**config.mk**
```make
export PLATFORM = sky130hd
export DESIGN_NAME = ovuv_fault_ctrl
export DESIGN_NICKNAME = d
export VERILOG_FILES = /design/src/rtl/ovuv_pkg.sv /design/src/rtl/ovuv_uv_timer.sv /design/src/rtl/ovuv_sleep_timer.sv /design/src/rtl/ovuv_gate_drive.sv /design/src/rtl/ovuv_fault_ctrl.sv
export SDC_FILE = /design/constraint.sdc
export NUM_CORES = 1
export LEC_CHECK = 0
export CORE_UTILIZATION = 55
export DETAILED_ROUTE_END_ITERATION = 8
export HOLD_SLACK_MARGIN = 0.02
export PLACE_DENSITY = 0.76
export SYNTH_ARGS = -nofsm -noshare
export SYNTH_HDL_FRONTEND = slang
export SYNTH_SLANG_ARGS = --single-unit
```
**constraint.sdc**
```tcl
create_clock -name clk -period 5.8 [get_ports clk]
set_input_delay 0.87 -clock clk [delete_from_list [all_inputs] [get_ports clk]]
set_output_delay 0.87 -clock clk [all_outputs]
set_load 0.02 [all_outputs]
```
**src/rtl/ovuv_pkg.sv**
```systemverilog
package ovuv_pkg;

    typedef enum logic [2:0] {
        ST_IDLE,
        ST_RUN,
        ST_OV_GAP_L,
        ST_OV_LS,
        ST_OV_GAP_H,
        ST_OV_HS,
        ST_OV_HOLD,
        ST_HICCUP
    } ovuv_state_e;

    typedef struct packed {
        logic hs;
        logic ls;
    } gate_pair_t;

    localparam int SLEEP_MULT = 7;

    function automatic logic in_ov(input ovuv_state_e s);
        return (s == ST_OV_GAP_L) || (s == ST_OV_LS) || (s == ST_OV_GAP_H) ||
               (s == ST_OV_HS) || (s == ST_OV_HOLD);
    endfunction

    function automatic logic uv_window(input ovuv_state_e s);
        return (s == ST_RUN) || (s == ST_OV_HOLD);
    endfunction

endpackage

```
**src/rtl/ovuv_uv_timer.sv**
```systemverilog
module ovuv_uv_timer #(
    parameter int UV_DLY_CYC = 14000
) (
    input  logic clk,
    input  logic rst,
    input  logic rearm,
    input  logic window,
    input  logic ss_done,
    input  logic fb_below_uv,
    input  logic fb_above_pg,
    output logic expire
);
    localparam int CW = $clog2(UV_DLY_CYC + 1);

    logic          tripped;
    logic [CW-1:0] cnt;
    logic          active;

    assign active = tripped && !fb_above_pg && ss_done && window && !rearm;
    assign expire = active && (cnt == CW'(UV_DLY_CYC - 1));

    always_ff @(posedge clk) begin
        if (rst || rearm) begin
            tripped <= 1'b1;
        end else if (fb_above_pg) begin
            tripped <= 1'b0;
        end else if (fb_below_uv) begin
            tripped <= 1'b1;
        end
    end

    always_ff @(posedge clk) begin
        if (rst || !active || expire) begin
            cnt <= '0;
        end else begin
            cnt <= cnt + 1'b1;
        end
    end

    a_r3_no_expire_in_soft_start: assert property (@(posedge clk) disable iff (rst)
        !ss_done |-> !expire);

    a_r5_recovery_zeroes_count: assert property (@(posedge clk) disable iff (rst)
        fb_above_pg |=> (cnt == '0));

endmodule

```
**src/rtl/ovuv_sleep_timer.sv**
```systemverilog
module ovuv_sleep_timer #(
    parameter int SS_CYC = 200000
) (
    input  logic clk,
    input  logic rst,
    input  logic run,
    output logic done
);
    localparam int SLEEP = ovuv_pkg::SLEEP_MULT * SS_CYC;
    localparam int CW    = $clog2(SLEEP + 1);

    logic [CW-1:0] cnt;

    assign done = run && (cnt == CW'(SLEEP - 1));

    always_ff @(posedge clk) begin
        if (rst || !run || done) begin
            cnt <= '0;
        end else begin
            cnt <= cnt + 1'b1;
        end
    end

    a_r7_count_bounded: assert property (@(posedge clk) disable iff (rst)
        run |-> (cnt <= CW'(SLEEP - 1)));

endmodule

```
**src/rtl/ovuv_gate_drive.sv**
```systemverilog
module ovuv_gate_drive
    import ovuv_pkg::*;
(
    input  logic        clk,
    input  logic        rst,
    input  ovuv_state_e state,
    input  logic        norm_hs,
    input  logic        norm_ls,
    output logic        hs_on,
    output logic        ls_on
);
    gate_pair_t g;

    always_comb begin
        g = '0;
        unique case (state)
            ST_RUN: begin
                g.hs = norm_hs && !norm_ls;
                g.ls = norm_ls && !norm_hs;
            end
            ST_OV_LS: g.ls = 1'b1;
            ST_OV_HS: g.hs = 1'b1;
            default:  g = '0;
        endcase
    end

    assign hs_on = g.hs;
    assign ls_on = g.ls;

    a_r12_no_overlap: assert property (@(posedge clk) disable iff (rst)
        !(hs_on && ls_on));

    a_r9_hs_dead_cycle: assert property (@(posedge clk) disable iff (rst)
        (in_ov(state) && $rose(hs_on)) |-> $past(!ls_on));

    a_r9_ls_dead_cycle: assert property (@(posedge clk) disable iff (rst)
        (in_ov(state) && $rose(ls_on)) |-> $past(!hs_on));

endmodule

```
**src/rtl/ovuv_fault_ctrl.sv**
```systemverilog
module ovuv_fault_ctrl
    import ovuv_pkg::*;
#(
    parameter int UV_DLY_CYC = 14000,
    parameter int SS_CYC     = 200000
) (
    input  logic clk,
    input  logic rst,
    input  logic en,
    input  logic ss_done,
    input  logic fb_below_uv,
    input  logic fb_above_pg,
    input  logic fb_above_ov,
    input  logic neg_ilim,
    input  logic ton_done,
    input  logic norm_hs,
    input  logic norm_ls,
    output logic hs_on,
    output logic ls_on,
    output logic ss_restart,
    output logic ov_flag,
    output logic hiccup_flag
);
    ovuv_state_e state, nxt;
    logic        uv_expire;
    logic        sleep_done;
    logic        rearm;
    logic        restart_d;

    assign rearm = (state == ST_IDLE) || (state == ST_HICCUP);

    ovuv_uv_timer #(.UV_DLY_CYC(UV_DLY_CYC)) uv_i (
        .clk        (clk),
        .rst        (rst),
        .rearm      (rearm),
        .window     (uv_window(state)),
        .ss_done    (ss_done),
        .fb_below_uv(fb_below_uv),
        .fb_above_pg(fb_above_pg),
        .expire     (uv_expire)
    );

    ovuv_sleep_timer #(.SS_CYC(SS_CYC)) sleep_i (
        .clk (clk),
        .rst (rst),
        .run (state == ST_HICCUP),
        .done(sleep_done)
    );

    ovuv_gate_drive gate_i (
        .clk    (clk),
        .rst    (rst),
        .state  (state),
        .norm_hs(norm_hs),
        .norm_ls(norm_ls),
        .hs_on  (hs_on),
        .ls_on  (ls_on)
    );

    always_comb begin
        nxt = state;
        if (!en) begin
            nxt = ST_IDLE;
        end else begin
            unique case (state)
                ST_IDLE:     nxt = ST_RUN;
                ST_RUN: begin
                    if (uv_expire)        nxt = ST_HICCUP;
                    else if (fb_above_ov) nxt = ST_OV_GAP_L;
                end
                ST_OV_GAP_L: nxt = fb_below_uv ? ST_OV_HOLD : ST_OV_LS;
                ST_OV_LS: begin
                    if (fb_below_uv)   nxt = ST_OV_HOLD;
                    else if (neg_ilim) nxt = ST_OV_GAP_H;
                end
                ST_OV_GAP_H: nxt = fb_below_uv ? ST_OV_HOLD : ST_OV_HS;
                ST_OV_HS: begin
                    if (fb_below_uv)   nxt = ST_OV_HOLD;
                    else if (ton_done) nxt = ST_OV_GAP_L;
                end
                ST_OV_HOLD:  if (uv_expire)  nxt = ST_HICCUP;
                ST_HICCUP:   if (sleep_done) nxt = ST_RUN;
                default:     nxt = ST_IDLE;
            endcase
        end
    end

    assign restart_d = en && ((state == ST_IDLE) || (state == ST_HICCUP && sleep_done));

    always_ff @(posedge clk) begin
        if (rst) begin
            state      <= ST_IDLE;
            ss_restart <= 1'b0;
        end else begin
            state      <= nxt;
            ss_restart <= restart_d;
        end
    end

    assign ov_flag     = in_ov(state);
    assign hiccup_flag = (state == ST_HICCUP);

    a_r11_disable_to_idle: assert property (@(posedge clk) disable iff (rst)
        !en |=> (!ov_flag && !hiccup_flag && !hs_on && !ls_on));

    a_r8_latch_holds: assert property (@(posedge clk) disable iff (rst)
        (ov_flag && en) |=> (ov_flag || hiccup_flag));

    a_r2_restart_single: assert property (@(posedge clk) disable iff (rst)
        ss_restart |=> !ss_restart);

    a_r7_hiccup_gates_off: assert property (@(posedge clk) disable iff (rst)
        hiccup_flag |-> (!hs_on && !ls_on));

endmodule

```
After elaboration in Yosys (flattened, before gate mapping)
Cells that the tools add are included.
Storage, ports and cells
  register bits after elaboration: 40
  output and inout port bits: 5
  logic and storage cells: 69
Cells by class
  $add $sub $neg: 2
  equal/unequal tests: 14
  muxes and demuxes: 15
  bitwise logic cells: 1
  reductions and logical operators: 32
Operators by type and width (count)
  two-way mux 3 bit: 9
  one-hot mux 3 bit (8 select lines): 1
  adder 21 x 1 -> 21 bit, second input constant: 1
  == test 21 bit, second input constant: 1
  adder 14 x 1 -> 14 bit, second input constant: 1
  == test 14 bit, second input constant: 1
  == test 3 bit, second input constant: 4
  logical OR 1 bit: 12
  logical AND 1 bit: 10
  == test 3 x 2 -> 1 bit, second input constant: 2
  logical NOT 1 bit: 6
  != test 3 bit, second input constant: 2
  AND reduction 5 bit: 1
  one-hot mux 1 bit (2 select lines): 2
  == test 3 x 1 -> 1 bit, second input constant: 1
  logical NOT 3 bit: 1
  != test 3 x 2 -> 1 bit, second input constant: 1
  two-way mux 1 bit: 2
  two-way mux 2 bit: 1
  != test 2 x 1 -> 1 bit, second input constant: 1
  != test 2 bit, second input constant: 1
  nonzero test 2 bit: 1
  OR reduction 2 bit: 1
  inverter 1 bit: 1

Depth between registers and ports, before layout
Gate-level depths: netlist (run 1).
  depth after elaboration: 8
  mapped depth: 6

Modules after synthesis
A second synthesis (run 1) with hierarchy kept.
Second synthesis, totals
  cell total of the unflattened synthesis: 238
  area total of the unflattened synthesis: 2095.8 um^2
By module, submodules not included
  ovuv_sleep_timer: instances 1, cells an instance 113, area each 1054.8 um^2
  ovuv_uv_timer: instances 1, cells an instance 74, area each 664.4 um^2
  ovuv_fault_ctrl: instances 1, cells an instance 45, area each 339.1 um^2
  ovuv_gate_drive: instances 1, cells an instance 6, area each 37.5 um^2

Least setup slack after synthesis (run 1)
No wires, ideal clock.
  kind: in2out
  start point: in norm_hs
  end point: out ls_on
  arrival: 1493 ps
  required time: 4930 ps
  slack: 3437 ps
  stages: 3
  cell sequence: inv_1 -> a21oi_1 -> nor3b_1
On the way
  longest elaborated chain between the ends: 3
RTL lines
  from (decl): RTL line ovuv_fault_ctrl.sv:16  | input logic norm_hs,
  logical NOT 1 bit: RTL line ovuv_gate_drive.sv:19  | g.ls = norm_ls && !norm_hs;
  logical AND 1 bit: RTL line ovuv_gate_drive.sv:19
  one-hot mux 1 bit (2 select lines): RTL line ovuv_gate_drive.sv:16  | unique case (state)
  to (decl): RTL line ovuv_fault_ctrl.sv:19  | output logic ls_on,
No other way between the ends.

Worst setup path in the final report (run 1)
  start point: in norm_hs
  end point: out hs_on
On the way
  longest elaborated chain between the ends: 2
RTL lines
  logical AND 1 bit: RTL line ovuv_gate_drive.sv:18  | g.hs = norm_hs && !norm_ls;
  one-hot mux 1 bit (2 select lines): RTL line ovuv_gate_drive.sv:16
  to (decl): RTL line ovuv_fault_ctrl.sv:18  | output logic hs_on,
No other way between the ends.

==> summary.txt, run 1 <==
Worst setup path
  • Crit path arrival time: around 2.2 ns
  • CP Launch Type: input port
  • Most frequent cell on the critical path: clkdlybuf4s50_1
  • Crit path cell chain: clkdlybuf4s50_1 -> a21oi_1 -> nor3b_1 -> clkdlybuf4s50_1
  • Crit end category: output port
  • CP max stage delay: between 0.6 and 0.7 ns
  • Worst Path Required: between 4 and 5 ns
  • Worst-path maximum fanout: 2
  • Slowest CP cell: clkdlybuf4s50_1
  • Worst setup path start: norm_hs
  • Reg-to-reg startpoint: sleep_i.cnt[15]$_SDFF_PP0_
  • Crit path kind: input port to output port

Clocking
  • H-tree depth: 2
  • Clock latency at the later pin of the worst-skew pair: 0.36 ns
  • Root Driver: clkbuf_4
  • Clock sinks: 40
  • Post-CTS Setup Bufs: 0
  • Clock transition at the registers of the reported paths: 0.11 ns
  • CTS tree: built
  • Total CTS buffers: 5
  • Post-CTS Hold Buffers: 0
  • Clock Tree Buf Depth: 2
  • CTS-repair resized insts: 0

Timing
  • TNS Setup: 0 ns
  • Setup Skew: ~0.016 ns
  • Minimum clock period: a little over 3 ns
  • Endpoints failing setup: 0
  • Final hold viol count: 0
  • Peak Freq: about 0.32 GHz
  • Worst-Margin Slew: around 0.46 ns
  • Rel. slew slack: 69.4%
  • Pins over their slew limit: 0
  • Unrepaired setup endpoints after global routing: false
  • Final Cycle Share: ~53%

Detailed routing
  • Total routed wirelength: 3320 um
  • Routed len/inst: about 11 um
  • Via count: ~1.5k
  • Avg Vias per Cell: about 5.2
  • Initial DRC Count: 92
  • DR pass1 iterations: 4
  • Post-DRT Antenna Nets: 0
  • DRC errors left: 0

Power
  • Comb pwr share: ~4.5%
  • P_leak: 0.716 nW
  • PwrDens: between 200 and 250 mW/mm^2
  • P_int: roughly 0.0004 W
  • Net Sw Frac: 21.5%
  • Max VDD drop: ~0.15 mV
  • Power share of the clock group: between 30% and 40%
  • Seq pwr share: between 50% and 60%
  • Net Sw Power: between 0.0001 and 0.00015 W

Final layout
  • Core Util, Final: between 60% and 70%
  • Layout Nets: 255
  • Share of layout cells above drive strength 1: under 10%
  • Area grow syn2layout: 13.6%
  • Antenna diodes: 0

Global routing
  • First-pass GRT wire length: around 5400 um
  • Overflow after GRT: 0
  • Initial antenna violation count: 0
  • Pin count of the biggest net entering global routing: 22
  • Total track usage: between 10% and 20%
  • Vias in the first global route: between 1k and 1.5k

Synthesis
  • Most numerous cell in the Yosys netlist: nor2_1
  • Asr flop ratio synth: 0%
  • Number of synthesized flops with an enable pin: 0
  • Synthesized area per cell: roughly 8.5 um^2
  • Mapped cell area: roughly 0.0019 mm^2
  • Sequential area share after synthesis: 41.8%
  • Syn Inst Count: between 200 and 250
  • Syn nets: approximately 240
  • Netlist cell types: 39
  • #FFs+latches synth: 40
  • Synth top area share: approximately two fifths
  • Area contributors post-synth: dfxtp_1 42%, nor2_1 9.0%, xnor2_1 7.8%, xor2_1 6.4%, nand3_1 3.9%
  • Synth top cells by count: 46 x nor2_1, 40 x dfxtp_1, 17 x xnor2_1, 15 x nand2_1, 15 x nand3_1
  • Ys Warns: 0
  • Ys flop type: dfxtp_1
  • Largest area contributor in the netlist: dfxtp_1

Place
  • Port Buffers: 15
  • Global placement routability congestion: a little over 0.8
  • HPWL after DPL: between 2000 and 2500 um

Status
  • Status: finished, final reports clean

Die
  • Die area: 0.00372 mm^2
  • Initial core utilization: between 50% and 60%
  • Io pins: 16
  • DIE HEIGHT: between 60 and 70 um
  • Placement Rows: 21
  • Core area: 0.00334 mm^2
  • Die Wd: between 60 and 70 um

Min path
  • HP Class: flip-flop to flip-flop
  • Hold path startpoint: sleep_i.cnt[0]$_SDFF_PP0_

Flow run
  • Max Cap Viol: 0
[power by group through the flow]
| stage | sequential (W) | clock, W | combinational (W) |
|---|---|---|---|
| floorplan | 0.000284 | 0 | 0.0000121 |
| global placement | 0.000285 | 0 | 0.0000224 |
| detailed placement | 0.000285 | 0 | 0.0000223 |
| CTS | 0.000279 | 0.000204 | 0.0000224 |
| global route | 0.000279 | 0.000214 | 0.0000248 |
| finish | 0.000279 | 0.000199 | 0.0000223 |
[path summary, 6_finish.rpt]
path | end | slack [ns] | cells past startpoint
max | hs_on | 2.70 | 4
min | sleep_i.cnt[0]$_SDFF_PP0_ | 0.45 | 1
max reg2reg | sleep_i.cnt[5]$_SDFF_PP0_ | 3.63 | 5
min reg2reg | sleep_i.cnt[0]$_SDFF_PP0_ | 0.45 | 1
[logic make-up after synthesis]
group                      synth area share (%)
and+or+nand+nor                            32.9
DFF                                        41.8
xor gates and xnor gates                   14.2
AOI/OAI and AO/OA                          5.29
buffers and inverters                      3.53
muxes                                      1.05
adders and majority gates                  1.31
[layout make-up]
type | count | area [um^2]
Fill cell | 306 | 1160
Multi-Input combinational cell | 172 | 1050
Sequential cell | 40 | 801
Timing Repair Buffer | 15 | 150
Tap cell | 46 | 57.6
Clock buffer | 6 | 51.3
Clock inverter | 2 | 38.8
Inverter | 8 | 30.0
[critical path, delay by kind of cell]
family / cells / cell delay [ns]
buffers and inverters: 2 / 1.11
AND/OR/NAND/NOR: 1 / 0.19
AO/OA/AOI/OAI: 1 / 0.07
[per-stage QoR]
step	instance area (um^2)	hold slack (ns)	power, W	setup WS, ns	std cells
2_1_floorplan	1920	0.411	0.000296	3.44	226
3_3_place_gp	2090	0.426	0.000308	2.71	281
3_5_place_dp	2090	0.437	0.000307	2.69	281
4_1_cts	2180	0.458	0.000505	2.69	289
5_1_grt	2180	0.476	0.000518	2.57	289
6_report	2180	0.452	0.000500	2.70	289
[sequential cells by signal (all words and copies together) (netlist names)]
register      flops
sleep_i.cnt      21
uv_i.cnt         14
state             3
ss_restart        1
uv_i.tripped      1
[cells in the final DEF, fill, tap and decap left out, types with 3 or more instances in the layout]
cell type / n
nor2_1: 46
dfxtp_1: 40
xnor2_1: 17
nand3_1: 15
nand2_1: 15
clkdlybuf4s50_1: 15
xor2_1: 14
inv_1: 8
and3_1: 6
nand4_1: 6
nor3_1: 6
clkbuf_4: 5
nor3b_1: 4
a21oi_1: 3
and4_1: 3
nor4_1: 3
[per-layer routing]
metal	wire length (um)	vias up	global-route usage, %
li1	-	805	-
met1	1650	685	24.1
met2	1490	18	31.7
met3	118	7	7.14
met4	56	0	9.09
met5	0	-	0
No activity file was read; power rests on OpenSTA's default activity.
==> run 2: changes to the inputs <==
--- a/config.mk
+++ b/config.mk
@@ -5,10 +5,10 @@
 export SDC_FILE = /design/constraint.sdc
 export NUM_CORES = 1
 export LEC_CHECK = 0
-export CORE_UTILIZATION = 55
+export CORE_UTILIZATION = 51
 export DETAILED_ROUTE_END_ITERATION = 8
 export HOLD_SLACK_MARGIN = 0.02
-export PLACE_DENSITY = 0.76
+export PLACE_DENSITY = 0.74
 export SYNTH_ARGS = -nofsm -noshare
 export SYNTH_HDL_FRONTEND = slang
 export SYNTH_SLANG_ARGS = --single-unit
==> constraint.sdc (replaced) <==
create_clock -name clk -period 2.7 [get_ports clk]
set_input_delay 0.405 -clock clk [delete_from_list [all_inputs] [get_ports clk]]
set_output_delay 0.405 -clock clk [all_outputs]
set_load 0.02 [all_outputs]
==> summary.txt, run 2 (synthesis results as in run 1) <==
Timing
  • TNS Setup: 0 ns (unchanged)
  • Final hold viol count: 0 (unchanged)
  • Rel. slew slack: 69.5% (+0.12 points)
  • Peak Freq: roughly 0.45 GHz
  • Final Cycle Share: 83.1%
  • Unrepaired setup endpoints after global routing: false
  • Endpoints failing setup: 0 (unchanged)
  • Pins over their slew limit: 0 (unchanged)
  • Final WS setup: 0.456 ns (-2.24 ns)
  • Minimum clock period: between 2 and 2.5 ns
  • Setup Skew: 0.00704 ns (-0.00935 ns)
  • Worst-Margin Slew: 0.457 ns (-0.00174 ns)

Final layout
  • Most frequent cells in the layout: 46 x nor2_1, 40 x dfxtp_1, 17 x xnor2_1
  • Layout Nets: 255 (unchanged)
  • Core Util, Final: 63.3% (-1.9 points)
  • Biggest regs: sleep_i.cnt (21), uv_i.cnt (14), state (3)
  • Cell Count, Final, Fillers Out: 289 (unchanged)
  • Max reg flops: 21 (unchanged)
  • Commonest non-fill, non-tap cell in the layout: nor2_1
  • Largest Register: sleep_i.cnt
  • Antenna diodes: 0 (unchanged)
  • Share of layout cells above drive strength 1: 6.17% (unchanged)
  • Area grow syn2layout: 14.7%

Global routing
  • Initial antenna violation count: 0 (unchanged)
  • Pin count of the biggest net entering global routing: 22 (unchanged)
  • Overflow after GRT: 0 (unchanged)
  • Vias in the first global route: 1394 (+8.1%)
  • Total track usage: 18.8% (-1.1 points)
  • First-pass GRT wire length: 5940 um (+10%)

Worst setup path
  • FF-to-FF path depth: 5 (unchanged)
  • Flop2flop setup slack: 0.53 ns (-3.10 ns)
  • Crit end category: output port
  • Crit path kind: flip-flop to output port
  • Worst-path maximum fanout: 15 (+13)
  • Crit path arrival time: 1.84 ns (-0.39 ns)
  • CP max stage delay: 0.62 ns (about the same)
  • Worst R2R End: sleep_i.cnt[14]$_SDFF_PP0_
  • Slowest CP cell: clkdlybuf4s50_1
  • Reg-to-reg startpoint: sleep_i.cnt[19]$_SDFF_PP0_
  • Worst Path Required: 2.30 ns (-2.63 ns)
  • CP Launch Type: flip-flop
  • Crit path cell chain: nand3_1 -> inv_1 -> clkdlybuf4s50_1

Die
  • Placement Rows: 21 (unchanged)
  • DIE HEIGHT: 63.3 um (+3.7%)
  • Initial core utilization: 55.2% (-2.2 points)
  • Die area: 0.00400 mm^2 (+7.6%)
  • Io pins: 16 (unchanged)
  • Die Wd: 63.3 um (+3.7%)
  • Core area: 0.00347 mm^2 (+3.9%)

Power
  • Net Sw Power: 0.000237 W (+120%)
  • P_int: 0.000894 W (+130%)
  • P_leak: 0.722 nW (+0.79%)
  • Seq pwr share: 52.9% (-2.9 points)
  • Net Sw Frac: 21.0% (-0.48 points)
  • Max VDD drop: 0.364 mV (+140%)
  • PwrDens: 515 mW/mm^2 (+120%)
  • Comb pwr share: 4.3% (-0.2 points)
  • Total Power: 0.00113 W (+130%)
  • Power share of the clock group: 42.8% (+3.1 points)

Detailed routing
  • Post-DRT Antenna Nets: 0 (unchanged)
  • Via count: 1504 (-0.73%)
  • Routed len/inst: 11.8 um (+2.5%)
  • Total routed wirelength: 3400 um (+2.5%)
  • Avg Vias per Cell: 5.20 (-0.73%)
  • DRC errors left: 0 (unchanged)
  • DR pass1 iterations: 4 (unchanged)
  • Initial DRC Count: 127 (+38%)

Min path
  • Hold path startpoint: sleep_i.cnt[0]$_SDFF_PP0_
  • Worst hold path cell count: 1 (unchanged)
  • HP Class: flip-flop to flip-flop
  • Worst hold endpoint: sleep_i.cnt[0]$_SDFF_PP0_

Flow run
  • Max Cap Viol: 0 (unchanged)

Clocking
  • Total CTS buffers: 5 (unchanged)
  • CTS-repair resized insts: 0 (unchanged)
  • Post-CTS Hold Buffers: 0 (unchanged)
  • Root Driver: clkbuf_8
  • Clock latency at the later pin of the worst-skew pair: 0.29 ns (-0.07 ns)
  • H-tree depth: 2 (unchanged)
  • Clock transition at the registers of the reported paths: 0.07 ns (-0.04 ns)
  • Clock sinks: 40 (unchanged)
  • CTS tree: built
  • Post-CTS Setup Bufs: 0 (unchanged)
  • Clock Tree Buf Depth: 2 (unchanged)

Status
  • Status: finished, final reports clean

Place
  • Dpl cells: 281 (unchanged)
  • Pre-CTS WS: 0.502 ns (-2.18 ns)
  • Port Buffers: 15 (unchanged)
  • Global placement routability congestion: 0.800 (-1.8%)
  • HPWL after DPL: 2330 um (-0.44%)
## run 2: cell count changes in the layout (fill, tap and decap cells not counted)
cell,previous run,this run
clkbuf_4,5,0
clkbuf_8,1,5
clkinv_2,0,1
clkinv_4,1,0
clkinvlp_4,0,1
## run 2: worst max-delay path by stage
stage                                          start                          to  slack, ns  cells after the start
after floorplan           sleep_i.cnt[19]$_SDFF_PP0_  sleep_i.cnt[12]$_SDFF_PP0_       0.80                      6
after global placement                       norm_hs                       hs_on       0.53                      4
after detailed placement                     norm_hs                       hs_on       0.50                      4
after CTS                      state[2]$_SDFFE_PP0P_                 hiccup_flag       0.43                      3
after global routing           state[1]$_SDFFE_PP0P_                       ls_on       0.28                      3
final                          state[2]$_SDFFE_PP0P_                 hiccup_flag       0.46                      3
## run 2: metrics by stage
stage | area [um^2] | hold slack [ns]
floorplan | 1920 | 0.411
global placement | 2090 | 0.426
detailed placement | 2090 | 0.431
CTS | 2200 | 0.443
global route | 2200 | 0.464
finish | 2200 | 0.440
## run 2: power by group through the flow
stage	clock [W]	sequential, W	combinational, W
after floorplan	0	0.000610	0.0000261
after global placement	0	0.000613	0.0000484
after detailed placement	0	0.000613	0.0000485
after CTS	0.000499	0.000599	0.0000491
after global routing	0.000521	0.000599	0.0000535
final	0.000484	0.000599	0.0000488
## run 2: layout make-up
class	instances	area, um^2
repair buffers	15	150
fillers	319	1270
multi-input cells	172	1050
clock buffers	5	68.8
clock inverters	3	42.5
flip-flops and latches	40	801
inverters	8	30.0
well taps	46	57.6
## run 2: worst max-delay path, delay by kind of cell (launching register included)
kind	cells	cell delay, ns
buf+inv	2	0.78
flops	1	0.61
simple gates	1	0.16
## run 2: routing by layer
layer  global-route usage (%)  wire (um)
met1                     23.2       1720
met2                     30.1       1490
met3                     6.52        154
met4                     6.82         34
met5                        0          0
